==> config.mk <==
export PLATFORM = sky130hd
export DESIGN_NAME = sync_serial_xcvr
export DESIGN_NICKNAME = d
export VERILOG_FILES = /design/src/rtl/sio_pkg.sv /design/src/rtl/sio_baud.sv /design/src/rtl/sio_shift.sv /design/src/rtl/sync_serial_xcvr.sv
export SDC_FILE = /design/constraint.sdc
export NUM_CORES = 1
export LEC_CHECK = 0
export CORE_ASPECT_RATIO = 0.6
export CORE_UTILIZATION = 25
export CTS_BUF_LIST = sky130_fd_sc_hd__clkbuf_16
export CTS_CLUSTER_DIAMETER = 80
export DETAILED_ROUTE_END_ITERATION = 6
export GPL_TIMING_DRIVEN = 0
export PLACE_DENSITY_LB_ADDON = 0.3
export REMOVE_ABC_BUFFERS = 1
export SETUP_SLACK_MARGIN = 0.15
export SYNTH_ARGS = -nofsm -noshare
export SYNTH_HDL_FRONTEND = slang
export SYNTH_SLANG_ARGS = --single-unit
==> constraint.sdc <==
create_clock -name clk -period 2.5 [get_ports clk]
set_input_delay 0.375 -clock clk [delete_from_list [all_inputs] [get_ports clk]]
set_output_delay 0.375 -clock clk [all_outputs]
set_load 0.01 [all_outputs]
==> src/rtl/sio_pkg.sv <==
package sio_pkg;
    localparam int REG_W = 8;
    localparam int ADDR_W = 2;

    localparam logic [2:0] MODE_OFF  = 3'b000;
    localparam logic [2:0] MODE_SYNC = 3'b001;

    localparam logic [ADDR_W-1:0] ADDR_CTRL  = 2'd0;
    localparam logic [ADDR_W-1:0] ADDR_DIV   = 2'd1;
    localparam logic [ADDR_W-1:0] ADDR_TXBUF = 2'd2;

    typedef struct packed {
        logic       inv;
        logic       msb_first;
        logic       pol;
        logic       rx_en;
        logic       tx_en;
        logic [2:0] mode;
    } ctrl_t;
endpackage

==> src/rtl/sio_baud.sv <==
module sio_baud #(
    parameter int DIV_W = 8
) (
    input  logic             clk,
    input  logic             rst_n,
    input  logic             run,
    input  logic [DIV_W-1:0] div,
    output logic             tick
);
    typedef struct packed {
        logic [DIV_W-1:0] cnt;
    } baud_t;

    baud_t q, d;

    always_comb begin
        d    = q;
        tick = run && (q.cnt == div);
        if (!run || tick) d.cnt = '0;
        else              d.cnt = q.cnt + 1'b1;
    end

    always_ff @(posedge clk or negedge rst_n) begin
        if (!rst_n) q <= '0;
        else        q <= d;
    end
endmodule

==> src/rtl/sio_shift.sv <==
module sio_shift #(
    parameter int DATA_W = 8
) (
    input  logic              clk,
    input  logic              rst_n,
    input  logic              clear,
    input  logic              load,
    input  logic [DATA_W-1:0] load_word,
    input  logic              launch,
    input  logic              capture,
    input  logic              msb_first,
    input  logic              invert,
    input  logic              rxd,
    output logic              txd,
    output logic [DATA_W-1:0] rx_word_next
);
    typedef struct packed {
        logic [DATA_W-1:0] tsh;
        logic [DATA_W-1:0] rsh;
        logic              txd;
    } shift_t;

    shift_t q, d;
    logic   rx_bit;

    always_comb begin
        d      = q;
        rx_bit = rxd ^ invert;
        rx_word_next = msb_first ? {q.rsh[DATA_W-2:0], rx_bit}
                                 : {rx_bit, q.rsh[DATA_W-1:1]};
        if (load) begin
            d.tsh = load_word;
            d.rsh = '0;
        end else if (launch) begin
            d.txd = (msb_first ? q.tsh[DATA_W-1] : q.tsh[0]) ^ invert;
            d.tsh = msb_first ? (q.tsh << 1) : (q.tsh >> 1);
        end else if (capture) begin
            d.rsh = rx_word_next;
        end
        if (clear) begin
            d.tsh = '0;
            d.rsh = '0;
            d.txd = 1'b1;
        end
    end

    always_ff @(posedge clk or negedge rst_n) begin
        if (!rst_n) q <= '{tsh: '0, rsh: '0, txd: 1'b1};
        else        q <= d;
    end

    assign txd = q.txd;
endmodule

==> src/rtl/sync_serial_xcvr.sv <==
module sync_serial_xcvr
    import sio_pkg::*;
#(
    parameter int DATA_W = 8,
    parameter int DIV_W  = 8
) (
    input  logic              clk,
    input  logic              rst_n,
    input  logic              reg_wr,
    input  logic [1:0]        reg_addr,
    input  logic [7:0]        reg_wdata,
    input  logic              rx_rd,
    input  logic              rxd,
    output logic              sclk,
    output logic              txd,
    output logic              tx_ready,
    output logic              rx_full,
    output logic              rx_overrun,
    output logic              busy,
    output logic [DATA_W-1:0] rx_data
);
    localparam int CNT_W = (DATA_W > 1) ? $clog2(DATA_W) : 1;
    localparam logic [CNT_W-1:0] LAST_BIT = CNT_W'(DATA_W - 1);

    typedef struct packed {
        ctrl_t             ctrl;
        logic [DIV_W-1:0]  div;
        logic              pol_act;
        logic              frm_msb;
        logic              frm_inv;
        logic [DATA_W-1:0] tx_buf;
        logic              tx_full;
        logic [DATA_W-1:0] rx_buf;
        logic              rx_full;
        logic              ovr;
        logic              busy;
        logic              phase;
        logic [CNT_W-1:0]  bitcnt;
        logic              sclk;
    } state_t;

    state_t q, d;

    logic              tick;
    logic              start;
    logic              abort;
    logic              launch;
    logic              capture;
    logic              sync_on;
    logic [DATA_W-1:0] rx_word_next;
    ctrl_t             wctrl;

    // signals brought out for the bound checker
    logic              pol_act_w;
    logic [2:0]        mode_w;
    logic              tx_en_w;
    logic              rx_en_w;

    assign sync_on = (q.ctrl.mode == MODE_SYNC);
    assign wctrl   = ctrl_t'(reg_wdata);
    assign launch  = q.busy && tick && !q.phase;
    assign capture = q.busy && tick && q.phase;

    sio_baud #(.DIV_W(DIV_W)) u_baud (
        .clk  (clk),
        .rst_n(rst_n),
        .run  (q.busy),
        .div  (q.div),
        .tick (tick)
    );

    sio_shift #(.DATA_W(DATA_W)) u_shift (
        .clk         (clk),
        .rst_n       (rst_n),
        .clear       (abort),
        .load        (start),
        .load_word   (q.tx_buf),
        .launch      (launch),
        .capture     (capture),
        .msb_first   (q.frm_msb),
        .invert      (q.frm_inv),
        .rxd         (rxd),
        .txd         (txd),
        .rx_word_next(rx_word_next)
    );

    always_comb begin
        d     = q;
        start = 1'b0;
        abort = 1'b0;

        if (rx_rd) begin
            d.rx_full = 1'b0;
            d.ovr     = 1'b0;
        end

        // half-period sequencing: idle-level half then active-level half
        if (q.busy && tick) begin
            if (!q.phase) begin
                d.phase = 1'b1;
            end else begin
                d.phase = 1'b0;
                if (q.bitcnt == LAST_BIT) begin
                    d.busy   = 1'b0;
                    d.bitcnt = '0;
                    d.rx_buf = rx_word_next;
                    if (d.rx_full) d.ovr = 1'b1;
                    d.rx_full = 1'b1;
                end else begin
                    d.bitcnt = q.bitcnt + 1'b1;
                end
            end
        end

        if (!q.busy && sync_on && q.ctrl.tx_en && q.ctrl.rx_en && q.tx_full) begin
            start     = 1'b1;
            d.busy    = 1'b1;
            d.phase   = 1'b0;
            d.bitcnt  = '0;
            d.tx_full = 1'b0;
            d.frm_msb = q.ctrl.msb_first;
            d.frm_inv = q.ctrl.inv;
        end

        if (reg_wr && reg_addr == ADDR_TXBUF && sync_on) begin
            d.tx_buf  = reg_wdata[DATA_W-1:0];
            d.tx_full = 1'b1;
        end

        if (reg_wr && reg_addr == ADDR_DIV) begin
            d.div = reg_wdata[DIV_W-1:0];
        end

        if (reg_wr && reg_addr == ADDR_CTRL) begin
            d.ctrl = wctrl;
            if (!q.busy || wctrl.mode != MODE_SYNC) d.pol_act = wctrl.pol;
            if (wctrl.mode != MODE_SYNC) abort = 1'b1;
        end

        if (abort) begin
            d.busy    = 1'b0;
            d.phase   = 1'b0;
            d.bitcnt  = '0;
            d.tx_full = 1'b0;
            d.rx_full = 1'b0;
            d.ovr     = 1'b0;
        end

        d.sclk = (d.busy && d.phase) ? d.pol_act : ~d.pol_act;
    end

    always_ff @(posedge clk or negedge rst_n) begin
        if (!rst_n) begin
            q      <= '0;
            q.sclk <= 1'b1;
        end else begin
            q <= d;
        end
    end

    assign sclk       = q.sclk;
    assign tx_ready   = ~q.tx_full;
    assign rx_full    = q.rx_full;
    assign rx_overrun = q.ovr;
    assign busy       = q.busy;
    assign rx_data    = q.rx_buf;

    assign pol_act_w = q.pol_act;
    assign mode_w    = q.ctrl.mode;
    assign tx_en_w   = q.ctrl.tx_en;
    assign rx_en_w   = q.ctrl.rx_en;
endmodule

# ---- After elaboration in Yosys (flattened, before gate mapping)
# Index checks and enable logic that the tools add are counted.
dict set report op_classes {
  n_addsub 2
  reduce_logical 28
  eq_ne 8
  mux 30
  n_bitwise 4
}
# operator n
set op_table {}
lappend op_table {{two-way mux 8 bit} 6}
lappend op_table {{two-way mux 17 bit} 1}
lappend op_table {{two-way mux 16 bit} 1}
lappend op_table {{nonzero test 3 bit} 5}
lappend op_table {{two-way mux 1 bit} 14}
lappend op_table {{two-way mux 7 bit} 2}
lappend op_table {{logical AND 1 bit} 13}
lappend op_table {{two-way mux 3 bit} 4}
lappend op_table {{adder 8 x 1 -> 8 bit, second input constant} 1}
lappend op_table {{equality test 8 bit} 1}
lappend op_table {{AND reduction 2 bit} 3}
lappend op_table {{two-way mux 5 bit} 1}
lappend op_table {{adder 3 x 1 -> 3 bit, second input constant} 1}
lappend op_table {{equality test 3 x 1 -> 1 bit, second input constant} 1}
lappend op_table {{equality test 3 bit, second input constant} 1}
lappend op_table {{!= test 3 x 1 -> 1 bit, second input constant} 1}
lappend op_table {{!= test 3 bit, second input constant} 1}
lappend op_table {{AND reduction 3 bit} 1}
lappend op_table {{equality test 2 x 1 -> 1 bit, second input constant} 1}
lappend op_table {{equality test 2 bit, second input constant} 1}
lappend op_table {{logical NOT 1 bit} 2}
lappend op_table {{logical NOT 2 bit} 1}
lappend op_table {{logical OR 1 bit} 2}
lappend op_table {{two-way mux 2 bit} 1}
lappend op_table {{4 further kinds} 6}
dict set report totals {
  output_inout_bits 14
  in_bits 15
  ff_bits 68
}

# ---- Longest topological paths before layout
dict set report logic_depth {
  depth_word 9
  mapped_depth 10
  ltp_nobuf 7
}

# ---- Modules after synthesis
# From an unflattened synthesis, not the netlist that was laid out.
dict set report unflattened {
  hier_cells 264
  hier_area_um2 3321.9
}
# mod cells_each n_inst area_each_um2
set modules_own_cells {}
lappend modules_own_cells {sync_serial_xcvr 130 1 1834.3}
lappend modules_own_cells {sio_shift 88 1 987.2}
lappend modules_own_cells {sio_baud 46 1 500.5}

# ---- Worst setup path before layout
# Ideal clock, no wire load.
dict set report synth_path {
  path_type {reg2reg}
  start {register u_baud.q[3] (netlist bit)}
  end {register u_shift.q[3] (netlist bit)}
  required_time_ns 2.406
  setup_slack_ns 0.373
  n_path_buf 3
  path_stages_with_launch 10
  arrival_time_ns 2.033
  period_less_slack_ns 2.127
  path_cell_list {dfrtp_1 > xnor2_1 > nand4_1 > nor3_1 > ha_1 > clkbuf_1 > nor2b_1 > clkbuf_1 > buf_2 > a211oi_1}
}
dict set report synth_via {
  elab_chain_cells 6
}
# element line
set synth_lines {}
lappend synth_lines {{start: declaration} sio_baud.sv:14} ;# baud_t q, d;
lappend synth_lines {{start signal: assignment} sio_baud.sv:24} ;# if (!rst_n) q <= '0;
lappend synth_lines {{start signal: assignment} sio_baud.sv:25} ;# else q <= d;
lappend synth_lines {{equality test 8 bit (*)} sio_baud.sv:18} ;# tick = run && (q.cnt == div);
lappend synth_lines {{logical AND 1 bit (*)} sio_baud.sv:18}
lappend synth_lines {{logical AND 1 bit (*)} {sync_serial_xcvr.sv:61, sync_serial_xcvr.sv:62}}
lappend synth_lines {{logical AND 1 bit (on tied branches)} {sync_serial_xcvr.sv:61, sync_serial_xcvr.sv:62}}
lappend synth_lines {{!= test 3 bit (no source line) / nonzero test 3 bit (equally long branches)} --}
lappend synth_lines {{AND reduction 2 bit (no source line) (*)} --}
lappend synth_lines {{end signal: assignment} sio_shift.sv:48} ;# if (!rst_n) q <= '{tsh: '0, rsh: '0, txd: 1'b1};
lappend synth_lines {{end: declaration} sio_shift.sv:23} ;# shift_t q, d;
# Every way passes the cells marked *; elsewhere a longest branch is shown, timed or not.
# A chain may end at the register's enable or synchronous reset.

# ---- Final worst setup path
dict set report layout_path {
  start {register u_baud.q[5] (netlist bit)}
  end {register u_shift.q[1] (netlist bit)}
}
# The elaborated chain is that of the path after synthesis.

==> impl_metrics.tcl <==
set metrics [dict create \
    status "complete, no violations" \
    htreeDepth 3 \
    yosys_register_bits 68 \
    tightest_slew_ns 0.883 \
    max-cap-violations 0 \
    reg2reg_from "u_baud.q[5]" \
    holdCritPathClass "input pin to async pin" \
    die_h_microns 90.9 \
    drtPass1Iterations 4 \
    die_area_sq_mm 0.0136 \
    p_switching_mw 0.671 \
    max_freq_mhz 459 \
    synth_area_sq_mm 0.00329 \
    drc_errors 0 \
    crit_family "simple AND/OR/NAND/NOR gates" \
    slew_violations 0 \
    synth-edff-count 0 \
    hold_buffers 0 \
    pwr-share-clk_pct 43.1 \
    nets 357 \
    instances_no_fill 512 \
    relSlewSlack_pct 41.2 \
    core_sq_mm 0.0129 \
    ys_types 45 \
    cts-root-buf "clkbuf_16" \
    grt_max_degree 69 \
    min_period_ns 2.18 \
    crit_cells 8 \
    ant_nets 0 \
    reg2reg_depth 8 \
    ff2ff_setup_slack_ns 0.32 \
    cts_buffers 9 \
    netSwitchingFraction_pct 24.1 \
    slowest_delay_ns 0.42 \
    via_per_inst 4.53 \
    finalInstanceArea_sq_mm 0.00407 \
    critPathLaunchType "flip-flop" \
    start_util_pct 25.6 \
    first_iter_violations 149 \
    p_int_mw 2.11 \
    rsz0062_at_grt "false" \
    cp_data_required_time_ns 2.71 \
    ir_drop_uv 346 \
    clk_pin_slew_ns 0.05 \
    numPortBuffers 28 \
    cp_slowest_cell "dfrtp_1" \
    cp_max_fo 8 \
    cp_cell_sequence "xnor2_1 > nand4_1 > nor3_4 > ha_1 > nor2b_4 > buf_12 > mux2i_1 > nor2_1" \
    grt_pass1_wl_microns 11900 \
    ys.flop_type "dfrtp_1" \
    crit_start "u_baud.q[5]" \
    io_pins 29 \
    rows 32 \
    dp_hpwl_microns 5060 \
    routedWlPerCell_microns 14.1 \
    clock_sinks 68 \
    syn_inst 309 \
    endpoint_kind "flip-flop" \
    cts_tree "yes" \
    place.gp.congestion 0.776 \
    critPathBufInv 1 \
    grt_pass1_vias 2279 \
    yosysSeqAreaShare_pct 51.8 \
    synth_warnings 0 \
    async_flop_share_pct 100 \
    synth.avg_cell_area_sq_um 10.7 \
    seq_power_share_pct 46.5 \
    antennaDiodeCount 0 \
    antenna_found_initial 0 \
    finish.utilization_pct 31.6 \
    total_leakage_power_nw 1.68 \
    cp.arrival_ns 2.39 \
    pwr_density_cell_mw_per_mm2 685 \
    cts_max_path_buffers 2 \
    dpl-instance-area_sq_mm 0.00366 \
    fin_skew_ns 0.00556 \
    setup_viol 0 \
    p_comb_share_pct 10.3 \
    die_x_microns 150 \
    post-route-period-util_pct 87.2 \
    fill_cells 1314 \
    hold_viol 0 \
    crit_end "u_shift.q[1]" \
    critical_path_class "flip-flop to flip-flop" \
    syn_to_final_growth_pct 23.6 \
    wl_microns 7230 \
    drive_gt1_share_pct 13.5 \
    vias 2317 \
    insertion_delay_ns 0.34 \
    grt_overflow 0 \
    gr-usage-all-layers_pct 11.7 \
    placed_cells 486 \
    r2r-end "u_shift.q[1]" \
]
[cells by family (layout without fill, tap and decap cells)]
family / count (synthesis) / count (layout) / synth area share, %
AO/OA/AOI/OAI: 44 / 44 / 9.62
buffers and inverters: 26 / 59 / 4.29
AND/OR/NAND/NOR: 115 / 115 / 16.8
XOR/XNOR: 16 / 16 / 4.26
flip-flops: 68 / 68 / 51.8
adder cells (fa/ha/maj): 5 / 5 / 1.90
multiplexers: 35 / 35 / 11.3
[how the worst min path moves through the flow]
stage | cells past startpoint | slack, ns | end | start
CTS | 1 | 0.21 | rx_data[5] | rst_n
finish | 1 | 0.16 | q[3] | rst_n
global route | 1 | 0.25 | rx_overrun | rst_n
detailed placement | 2 | 0.46 | tx_en_w | tx_en_w
global placement | 2 | 0.45 | tx_en_w | tx_en_w
floorplan | 0 | 0.08 | busy | rst_n
[synth_stat cells, types with 5 or more instances]
master,count,area (sq um)
clkbuf_1,6,22.5
nand2_1,54,203
mux2_1,8,90.1
inv_1,5,18.8
nor3_1,7,35.0
nand4_1,5,31.3
dfrtp_1,66,1650
xnor2_1,12,105
o21ai_0,7,35.0
buf_2,5,25.0
mux2i_1,17,170
ha_1,5,62.6
o211ai_1,6,45.0
a21oi_1,10,50.1
a211oi_1,6,45.0
buf_4,10,75.1
nor2_1,23,86.3
mux2_2,10,113
[cell type report]
type                       count  area (sq um)  area share, %
multi-input combinational    215          1490           36.6
tap                          170           213           5.23
timing repair buffer          38           365           8.98
sequential                    68          1700           41.9
clock buffer                   9           225           5.54
clock inverter                 7          53.8           1.32
inverter                       5          18.8          0.461
[registers in the layout (all words and copies together) (netlist names), 3 cells and up]
register / flops
u_shift.q: 16
mode_w: 3
rx_data: 8
u_baud.q: 8
q: 25
[per-stage QoR]
step	total power [mW]	hold WS [ns]	setup WS, ns	setup TNS (ns)
6_report	2.79	0.157	0.319	0
5_1_grt	2.93	0.245	0.161	0
4_1_cts	2.81	0.207	0.155	0
3_5_place_dp	1.59	0.458	-0.271	-1.74
3_3_place_gp	1.59	0.453	-1.35	-91.22
2_1_floorplan	1.47	0.0794	0.242	0
[power groups by stage]
| stage | Sequential [mW] | Clock, mW | Combinational, mW |
|---|---|---|---|
| 6_report | 1.30 | 1.20 | 0.288 |
| 5_1_grt | 1.31 | 1.29 | 0.325 |
| 4_1_cts | 1.29 | 1.23 | 0.282 |
| 3_5_place_dp | 1.31 | 0 | 0.280 |
| 3_3_place_gp | 1.31 | 0 | 0.275 |
| 2_1_floorplan | 1.29 | 0 | 0.174 |
[cells in the final DEF (no fill, tap or decap), drive strengths merged, types with 6 or more instances in the layout]
cell type and instances:
a211oi 6, a21oi 11, buf 11, clkbuf 9, clkdlybuf4s50 27, dfrtp 66
inv 9, mux2 18, mux2i 17, nand2 54, nor2 23, nor3 7
o211ai 6, o21ai 10, xnor2 12
[metal layers]
| layer | wire [microns] | share of wire [%] | track usage [%] | vias up |
|---|---|---|---|---|
| li1 | - | - | - | 1131 |
| met1 | 3920 | 54 | 17.4 | 1120 |
| met2 | 2730 | 38 | 14.5 | 58 |
| met3 | 481 | 6.7 | 5.61 | 8 |
| met4 | 100 | 1.4 | 3.28 | 0 |
| met5 | 0 | 0 | 0 | - |
[timing repair]
item,4_1_cts,5_1_grt
pin swaps,0,4
setup buffers,0,10
setup endpoints to repair,16,28
gates resized for setup,3,5
Note: power is estimated with default switching activity, not from simulation.
